==> config.mk <==
export PLATFORM = sky130hd
export DESIGN_NAME = rfsh_pulse_decoder
export DESIGN_NICKNAME = d
export VERILOG_FILES = /design/src/rtl/rfsh_pkg.sv /design/src/rtl/rfsh_sync.sv /design/src/rtl/rfsh_interval_timer.sv /design/src/rtl/rfsh_row_counter.sv /design/src/rtl/rfsh_classifier.sv /design/src/rtl/rfsh_pulse_decoder.sv
export SDC_FILE = /design/constraint.sdc
export NUM_CORES = 1
export LEC_CHECK = 0
export BUFFER_PORTS_ARGS = -buffer_cell sky130_fd_sc_hd__buf_2
export CELL_PAD_IN_SITES_DETAIL_PLACEMENT = 0
export CELL_PAD_IN_SITES_GLOBAL_PLACEMENT = 2
export CORE_AREA = 2 2 97 80
export DETAILED_ROUTE_END_ITERATION = 8
export DIE_AREA = 0 0 99 82
export GPL_ROUTABILITY_DRIVEN = 1
export HOLD_SLACK_MARGIN = 0.08
export PLACE_DENSITY_LB_ADDON = 0.1
export SLEW_MARGIN = 40
export SYNTH_ARGS = -nofsm -noshare
export SYNTH_HDL_FRONTEND = slang
export SYNTH_SLANG_ARGS = --single-unit
==> constraint.sdc <==
create_clock -name clk -period 1.6 [get_ports clk]
set_input_delay 0.08 -clock clk [delete_from_list [all_inputs] [get_ports clk]]
set_output_delay 0.08 -clock clk [all_outputs]
set_load 0.005 [all_outputs]
==> src/rtl/rfsh_pkg.sv <==
package rfsh_pkg;

    typedef enum logic [2:0] {
        RF_DISARMED = 3'd0,
        RF_ARMED    = 3'd1,
        RF_MEASURE  = 3'd2,
        RF_SELF     = 3'd3,
        RF_EXIT     = 3'd4
    } rf_mode_e;

endpackage

==> src/rtl/rfsh_sync.sv <==
module rfsh_sync #(
    parameter int STAGES = 2
) (
    input  logic clk,
    input  logic rst_n,
    input  logic ce_n_raw,
    input  logic pin_raw,
    output logic ce_n_s,
    output logic pin_s
);
    // bit 0: chip enable (resets to standby), bit 1: refresh pin (resets low = not armed)
    localparam logic [1:0] RST_VAL = 2'b01;

    logic [1:0] raw;
    logic [1:0] synced;

    assign raw = {pin_raw, ce_n_raw};

    for (genvar b = 0; b < 2; b++) begin : g_bit
        logic [STAGES-1:0] chain_d, chain_q;

        always_comb begin
            if (STAGES > 1) begin
                chain_d = {chain_q[STAGES-2:0], raw[b]};
            end else begin
                chain_d = raw[b];
            end
        end

        always_ff @(posedge clk or negedge rst_n) begin
            if (!rst_n) chain_q <= {STAGES{RST_VAL[b]}};
            else        chain_q <= chain_d;
        end

        assign synced[b] = chain_q[STAGES-1];
    end

    assign ce_n_s = synced[0];
    assign pin_s  = synced[1];

endmodule

==> src/rtl/rfsh_interval_timer.sv <==
module rfsh_interval_timer #(
    parameter int INTERVAL = 3120
) (
    input  logic clk,
    input  logic rst_n,
    input  logic run,
    output logic tick
);
    localparam int TW = (INTERVAL > 2) ? $clog2(INTERVAL) : 1;
    localparam logic [TW-1:0] LAST = TW'(INTERVAL - 1);

    logic [TW-1:0] cnt_d, cnt_q;

    always_comb begin
        tick  = run && (cnt_q == LAST);
        cnt_d = cnt_q;
        if (!run)      cnt_d = '0;
        else if (tick) cnt_d = '0;
        else           cnt_d = cnt_q + TW'(1);
    end

    always_ff @(posedge clk or negedge rst_n) begin
        if (!rst_n) cnt_q <= '0;
        else        cnt_q <= cnt_d;
    end

endmodule

==> src/rtl/rfsh_row_counter.sv <==
module rfsh_row_counter #(
    parameter int ROW_W = 11
) (
    input  logic             clk,
    input  logic             rst_n,
    input  logic             step,
    output logic [ROW_W-1:0] row
);
    logic [ROW_W-1:0] row_d, row_q;

    always_comb begin
        row_d = row_q;
        if (step) row_d = row_q + ROW_W'(1);
    end

    always_ff @(posedge clk or negedge rst_n) begin
        if (!rst_n) row_q <= '0;
        else        row_q <= row_d;
    end

    assign row = row_q;

endmodule

==> src/rtl/rfsh_classifier.sv <==
module rfsh_classifier
    import rfsh_pkg::*;
#(
    parameter int MIN_PULSE   = 16,
    parameter int SELF_THRESH = 1600,
    parameter int EXIT_CYCLES = 120
) (
    input  logic     clk,
    input  logic     rst_n,
    input  logic     ce_n_s,
    input  logic     pin_s,
    input  logic     tick,
    output logic     timer_run,
    output logic     strobe,
    output rf_mode_e mode
);
    localparam int MW = $clog2(SELF_THRESH + 1);
    localparam int EW = (EXIT_CYCLES > 1) ? $clog2(EXIT_CYCLES) : 1;
    localparam logic [MW-1:0] MIN_LIM   = MW'(MIN_PULSE);
    localparam logic [MW-1:0] SELF_LAST = MW'(SELF_THRESH - 1);
    localparam logic [EW-1:0] EXIT_LAST = EW'(EXIT_CYCLES - 1);

    typedef struct packed {
        rf_mode_e      mode;
        logic [MW-1:0] meas;
        logic [EW-1:0] exitc;
        logic          strobe;
    } cls_state_t;

    cls_state_t st_d, st_q;
    logic standby;

    assign standby   = ce_n_s;
    assign timer_run = (st_q.mode == RF_SELF) && standby && !pin_s;

    always_comb begin
        st_d        = st_q;
        st_d.strobe = 1'b0;
        unique case (st_q.mode)
            RF_DISARMED: begin
                if (standby && pin_s) st_d.mode = RF_ARMED;
            end
            RF_ARMED: begin
                if (!standby) begin
                    st_d.mode = RF_DISARMED;
                end else if (!pin_s) begin
                    st_d.mode = RF_MEASURE;
                    st_d.meas = MW'(1);
                end
            end
            RF_MEASURE: begin
                if (!standby) begin
                    st_d.mode = RF_DISARMED;
                    st_d.meas = '0;
                end else if (!pin_s) begin
                    if (st_q.meas >= SELF_LAST) begin
                        st_d.mode   = RF_SELF;
                        st_d.strobe = 1'b1;
                        st_d.meas   = '0;
                    end else begin
                        st_d.meas = st_q.meas + MW'(1);
                    end
                end else begin
                    st_d.strobe = (st_q.meas >= MIN_LIM);
                    st_d.mode   = RF_ARMED;
                    st_d.meas   = '0;
                end
            end
            RF_SELF: begin
                if (!standby || pin_s) begin
                    st_d.mode  = RF_EXIT;
                    st_d.exitc = '0;
                end else if (tick) begin
                    st_d.strobe = 1'b1;
                end
            end
            RF_EXIT: begin
                if (st_q.exitc == EXIT_LAST) begin
                    st_d.mode  = RF_DISARMED;
                    st_d.exitc = '0;
                end else begin
                    st_d.exitc = st_q.exitc + EW'(1);
                end
            end
            default: begin
                st_d = '0;
            end
        endcase
    end

    always_ff @(posedge clk or negedge rst_n) begin
        if (!rst_n) begin
            st_q.mode   <= RF_DISARMED;
            st_q.meas   <= '0;
            st_q.exitc  <= '0;
            st_q.strobe <= 1'b0;
        end else begin
            st_q <= st_d;
        end
    end

    assign strobe = st_q.strobe;
    assign mode   = st_q.mode;


    arm_before_measure_chk: assert property (@(posedge clk) disable iff (!rst_n)
        (st_q.mode == RF_DISARMED) |=> (st_q.mode != RF_MEASURE));


    self_from_measure_chk: assert property (@(posedge clk) disable iff (!rst_n)
        $rose(st_q.mode == RF_SELF) |-> ($past(st_q.mode) == RF_MEASURE));


    exit_quiet_chk: assert property (@(posedge clk) disable iff (!rst_n)
        (st_q.mode == RF_EXIT) |-> !st_q.strobe);


    access_discard_chk: assert property (@(posedge clk) disable iff (!rst_n)
        (st_q.mode == RF_MEASURE && !ce_n_s) |=> (!st_q.strobe && st_q.mode == RF_DISARMED));


    strobe_spacing_chk: assert property (@(posedge clk) disable iff (!rst_n)
        st_q.strobe |=> !st_q.strobe);

endmodule

==> src/rtl/rfsh_pulse_decoder.sv <==
module rfsh_pulse_decoder
    import rfsh_pkg::*;
#(
    parameter int ROW_W         = 11,
    parameter int MIN_PULSE     = 16,
    parameter int SELF_THRESH   = 1600,
    parameter int SELF_INTERVAL = 3120,
    parameter int EXIT_CYCLES   = 120,
    parameter int SYNC_STAGES   = 2
) (
    input  logic             clk,
    input  logic             rst_n,
    input  logic             ce_n,
    input  logic             oe_refresh_n,
    output logic             refresh_strobe,
    output logic [ROW_W-1:0] refresh_row,
    output logic [2:0]       refresh_mode,
    output logic             self_refresh_active
);
    logic     ce_n_s, pin_s;
    logic     tick, timer_run, strobe;
    rf_mode_e mode;

    rfsh_sync #(.STAGES(SYNC_STAGES)) u_sync (
        .clk      (clk),
        .rst_n    (rst_n),
        .ce_n_raw (ce_n),
        .pin_raw  (oe_refresh_n),
        .ce_n_s   (ce_n_s),
        .pin_s    (pin_s)
    );

    rfsh_classifier #(
        .MIN_PULSE   (MIN_PULSE),
        .SELF_THRESH (SELF_THRESH),
        .EXIT_CYCLES (EXIT_CYCLES)
    ) u_cls (
        .clk       (clk),
        .rst_n     (rst_n),
        .ce_n_s    (ce_n_s),
        .pin_s     (pin_s),
        .tick      (tick),
        .timer_run (timer_run),
        .strobe    (strobe),
        .mode      (mode)
    );

    rfsh_interval_timer #(.INTERVAL(SELF_INTERVAL)) u_timer (
        .clk   (clk),
        .rst_n (rst_n),
        .run   (timer_run),
        .tick  (tick)
    );

    rfsh_row_counter #(.ROW_W(ROW_W)) u_rows (
        .clk   (clk),
        .rst_n (rst_n),
        .step  (strobe),
        .row   (refresh_row)
    );

    assign refresh_strobe      = strobe;
    assign refresh_mode        = mode;
    assign self_refresh_active = (mode == RF_SELF);


    row_advance_chk: assert property (@(posedge clk) disable iff (!rst_n)
        refresh_strobe |=> (refresh_row == $past(refresh_row) + ROW_W'(1)));


    row_hold_chk: assert property (@(posedge clk) disable iff (!rst_n)
        !refresh_strobe |=> $stable(refresh_row));

endmodule

==> reports/metrics.json <==
{
  "synth_edf_count": {"value": 0},
  "synth.distinct_cells": {"value": 46},
  "dp.final_hpwl": {"value": 3680, "unit": "um"},
  "wire_per_inst": {"value": 13.7, "unit": "um"},
  "grt_max_degree": {"value": 50},
  "syn_area_per_cell": {"value": 10.3, "unit": "um2"},
  "synth-warning-count": {"value": 0},
  "fp-row-count": {"value": 28},
  "dieWidth": {"value": 99, "unit": "um"},
  "grt_antenna_before_repair": {"value": 0},
  "postLayoutCoreUtil": {"value": 45.2, "unit": "%"},
  "grt_setup_unrepaired": {"value": "yes"},
  "critPathCaptureType": {"value": "flip-flop"},
  "layout.cells.most_common_list": {"value": "sky130_fd_sc_hd__dfrtp_1, sky130_fd_sc_hd__buf_4, sky130_fd_sc_hd__buf_2"},
  "via_count": {"value": 1902},
  "io_buffers": {"value": 19},
  "worst_hold_path_type": {"value": "in2async"},
  "clock_tree_from_tritoncts": {"value": "built"},
  "report.final.hold_viol_count": {"value": 0},
  "cts.root.buffer_cell": {"value": "sky130_fd_sc_hd__clkbuf_8"},
  "critPathRequiredTime": {"value": 1.78, "unit": "ns"},
  "clock_sink_count": {"value": 49},
  "cts_max_path_buffers": {"value": 2},
  "kind_of_start_point_of_the_critical_path": {"value": "flip-flop"},
  "finalNetCount": {"value": 308},
  "grt_overflow_total": {"value": 0},
  "yosys.area.top_type": {"value": "sky130_fd_sc_hd__dfrtp_1"},
  "placed_area": {"value": 2900, "unit": "um2"},
  "crit_family": {"value": "flip-flops"},
  "top_cells_by_area_in_the_synthesized_netlist": {"value": "sky130_fd_sc_hd__dfrtp_1, sky130_fd_sc_hd__xor2_1, sky130_fd_sc_hd__xnor2_1"},
  "die_area": {"value": 8120, "unit": "um2"},
  "result_of_the_run": {"value": "complete, but fails checks"},
  "worst-r2r-cell-count": {"value": 5},
  "yosys_most_used_dff": {"value": "sky130_fd_sc_hd__dfrtp_1"},
  "slack_of_the_worst_reg_to_reg_path": {"value": -0.12, "unit": "ns"},
  "vias_per_cell": {"value": 4.88},
  "floorplan.initialDensity": {"value": 33.7, "unit": "%"},
  "violations_in_the_final_reports": {"value": "setup timing"},
  "n_fill_cell": {"value": 695},
  "crit_arrival": {"value": 1.90, "unit": "ns"},
  "maxSlewViolCount": {"value": 0},
  "worst_slew_margin_rel": {"value": 77.7, "unit": "%"},
  "post-route-cell-area": {"value": 3250, "unit": "um2"},
  "static-leakage-power": {"value": 0.00151, "unit": "uW"},
  "max_cap_violations": {"value": 0},
  "gp_congestion": {"value": 0.751},
  "critical_path.cell_chain": {"value": "nand2b_4 -> or3_4 -> a31o_4 -> o211ai_2 -> mux2_4"},
  "critical_path.reg2reg.endpoint": {"value": "u_cls.mode[0]$_DFFE_PN0P_"},
  "final_common_cell": {"value": "sky130_fd_sc_hd__dfrtp_1"},
  "syn-num-nets": {"value": 244},
  "crit_start": {"value": "u_sync.g_bit[0].chain_q[1]$_DFF_PN1_"},
  "synth.ff_latch_count": {"value": 49},
  "detailedRoute.firstPassIterationCount": {"value": 4},
  "globalRouteTotalUtil": {"value": 13.7, "unit": "%"},
  "area_share_of_the_leading_cell_type_in_the_synthesized_netlist": {"value": 48.5, "unit": "%"},
  "drc_markers": {"value": 0},
  "drt_wl_total": {"value": 5350, "unit": "um"},
  "critical_path_depth": {"value": 5},
  "first_global_vias": {"value": 1810},
  "grt_first_pass_wirelength": {"value": 8860, "unit": "um"},
  "final_layout_size_suffix_gt1_share": {"value": 37.0, "unit": "%"},
  "signed_area_change_from_the_synthesized_netlist_to_the_final_layout": {"value": 33.9, "unit": "%"},
  "multi_input_comb_area": {"value": 1280, "unit": "um2"},
  "synth_seq_area_share": {"value": 50.7, "unit": "%"},
  "clk-insertion-delay-late": {"value": 0.30, "unit": "ns"},
  "postSynth.asyncResetShare": {"value": 100, "unit": "%"},
  "tightest_slew": {"value": 0.334, "unit": "ns"},
  "power_density": {"value": 1000, "unit": "nW/um2"},
  "worst-path-max-fanout": {"value": 4},
  "drtIter0Drc": {"value": 90},
  "syn-cell-area": {"value": 2420, "unit": "um2"},
  "timing.critical_path.slowest_stage_cell": {"value": "sky130_fd_sc_hd__dfstp_2"},
  "crit_type": {"value": "reg2reg"},
  "pin_count": {"value": 20},
  "chipHeight": {"value": 82, "unit": "um"},
  "post_synthesis_instance_total": {"value": 235},
  "cts_max_level": {"value": 2},
  "timing.clock.skew": {"value": 0.0133, "unit": "ns"},
  "insertedDiodeCount": {"value": 0},
  "report.final.setup_viol": {"value": 7},
  "irDropWorstVdd": {"value": 0.438, "unit": "mV"},
  "worstSetupEndpoint": {"value": "u_cls.mode[0]$_DFFE_PN0P_"},
  "r2r-start": {"value": "u_sync.g_bit[0].chain_q[1]$_DFF_PN1_"},
  "placeableCoreArea": {"value": 7180, "unit": "um2"},
  "finalWorstSetupSlack": {"value": -0.123, "unit": "ns"},
  "tritoncts.num_buffers": {"value": 5},
  "fin_crit_sh": {"value": 108, "unit": "%"},
  "cts.reportedPaths.clkPinSlew": {"value": 0.09, "unit": "ns"},
  "layout_min_cycle_time": {"value": 1.72, "unit": "ns"},
  "register_area": {"value": 1230, "unit": "um2"},
  "antenna_violating_nets_post_route": {"value": 0},
  "max_clock_freq": {"value": 580, "unit": "MHz"},
  "critical_path_s_largest_stage_delay": {"value": 0.59, "unit": "ns"},
  "cp.buffers_inverters": {"value": 0}
}
==> metrics by stage <==
step | cells | power [uW] | TNS, ns | hold WS [ns] | worst slack [ns]
floorplan | 235 | 1960 | -0.121 | -0.216 | -0.121
global placement | 375 | 2350 | -0.552 | 0.0958 | -0.101
detailed placement | 375 | 2350 | -0.756 | 0.0960 | -0.122
CTS | 386 | 3230 | -0.642 | 0.296 | -0.121
global route | 390 | 3520 | -1.32 | 0.312 | -0.180
finish | 390 | 3260 | -0.468 | 0.292 | -0.123
==> tightest hold or removal path: stages <==
cell and delay, ns:
sky130_fd_sc_hd__dlygate4sd3_1 0.52, sky130_fd_sc_hd__buf_2 0.12, sky130_fd_sc_hd__buf_12 0.25
==> cell families after synthesis <==
logic type	synth area share, %
flops	50.7
compound gates	13.5
fa+ha+maj	2.58
simple gates	20.9
buf+inv	3.05
xor+xnor	7.95
mux	1.34
==> flip-flops by register name (all words and copies together), names as in the netlist <==
| register | flops |
|---|---|
| u_timer.cnt_q | 12 |
| u_cls.mode | 3 |
| u_cls.strobe | 1 |
| u_cls.st_q | 18 |
| u_rows.row | 11 |
| u_sync.g_bit.chain_q | 4 |
==> power breakdown <==
group	internal (uW)	switching (uW)	leakage (uW)	total, uW
Combinational	516	496	0.000797	1010
Clock	392	413	0.0000542	804
Sequential	1350	93.1	0.000662	1440
Total	2260	1000	0.00151	3260
==> final cells by class <==
| type | count | area share [%] |
|---|---|---|
| Tap cell | 90 | 3.47 |
| Inverter | 5 | 0.578 |
| Multi-Input combinational cell | 172 | 39.4 |
| Clock buffer | 7 | 2.97 |
| Timing Repair Buffer | 66 | 15.6 |
| Clock inverter | 1 | 0.154 |
| Sequential cell | 49 | 37.9 |
==> worst min path at each step <==
stage | end | slack (ns) | depth (start not counted)
4_1_cts | u_rows.row[8]$_DFFE_PN0P_ | 0.30 | 3
3_5_place_dp | u_timer.cnt_q[1]$_DFF_PN0_ | 0.1 | 2
2_1_floorplan | u_cls.mode[0]$_DFFE_PN0P_ | -0.22 | 0
6_report | u_timer.cnt_q[3]$_DFF_PN0_ | 0.29 | 3
3_3_place_gp | u_timer.cnt_q[1]$_DFF_PN0_ | 0.1 | 2
5_1_grt | u_rows.row[8]$_DFFE_PN0P_ | 0.31 | 3
==> Yosys cell counts (2+ instances only) <==
master,number
sky130_fd_sc_hd__nor2b_1,5
sky130_fd_sc_hd__ha_1,5
sky130_fd_sc_hd__o21ai_0,16
sky130_fd_sc_hd__nor3_1,6
sky130_fd_sc_hd__and4_1,2
sky130_fd_sc_hd__dfstp_2,2
sky130_fd_sc_hd__nor2_1,20
sky130_fd_sc_hd__and2_1,2
sky130_fd_sc_hd__clkbuf_1,3
sky130_fd_sc_hd__nand4_1,6
sky130_fd_sc_hd__a21oi_1,4
sky130_fd_sc_hd__xor2_1,12
sky130_fd_sc_hd__buf_2,2
sky130_fd_sc_hd__o21ai_1,3
sky130_fd_sc_hd__xnor2_1,10
sky130_fd_sc_hd__nand3_1,14
sky130_fd_sc_hd__dfrtp_1,47
sky130_fd_sc_hd__inv_1,5
sky130_fd_sc_hd__a31oi_1,4
sky130_fd_sc_hd__and3_1,11
sky130_fd_sc_hd__nand2_1,19
sky130_fd_sc_hd__a22o_1,6
sky130_fd_sc_hd__nand2b_1,4
sky130_fd_sc_hd__buf_4,3
sky130_fd_sc_hd__a21o_1,3
==> metal layers <==
layer,vias up,global-route usage (%),part of all wire [%]
met5,-,0,0
met3,4,3.15,3.4
li1,952,-,-
met2,26,20.5,46
met1,920,20.0,50
met4,0,3.70,0.82
==> timing repair <==
action | CTS | global route
setup endpoints to repair | 18 | 25
pin swaps | 3 | 10
resized for setup | 11 | 41
endpoints found under the hold margin | 51 | 0
setup buffers | 0 | 4
hold buffers | 3 | 0
(Power assumes the default switching activity.)
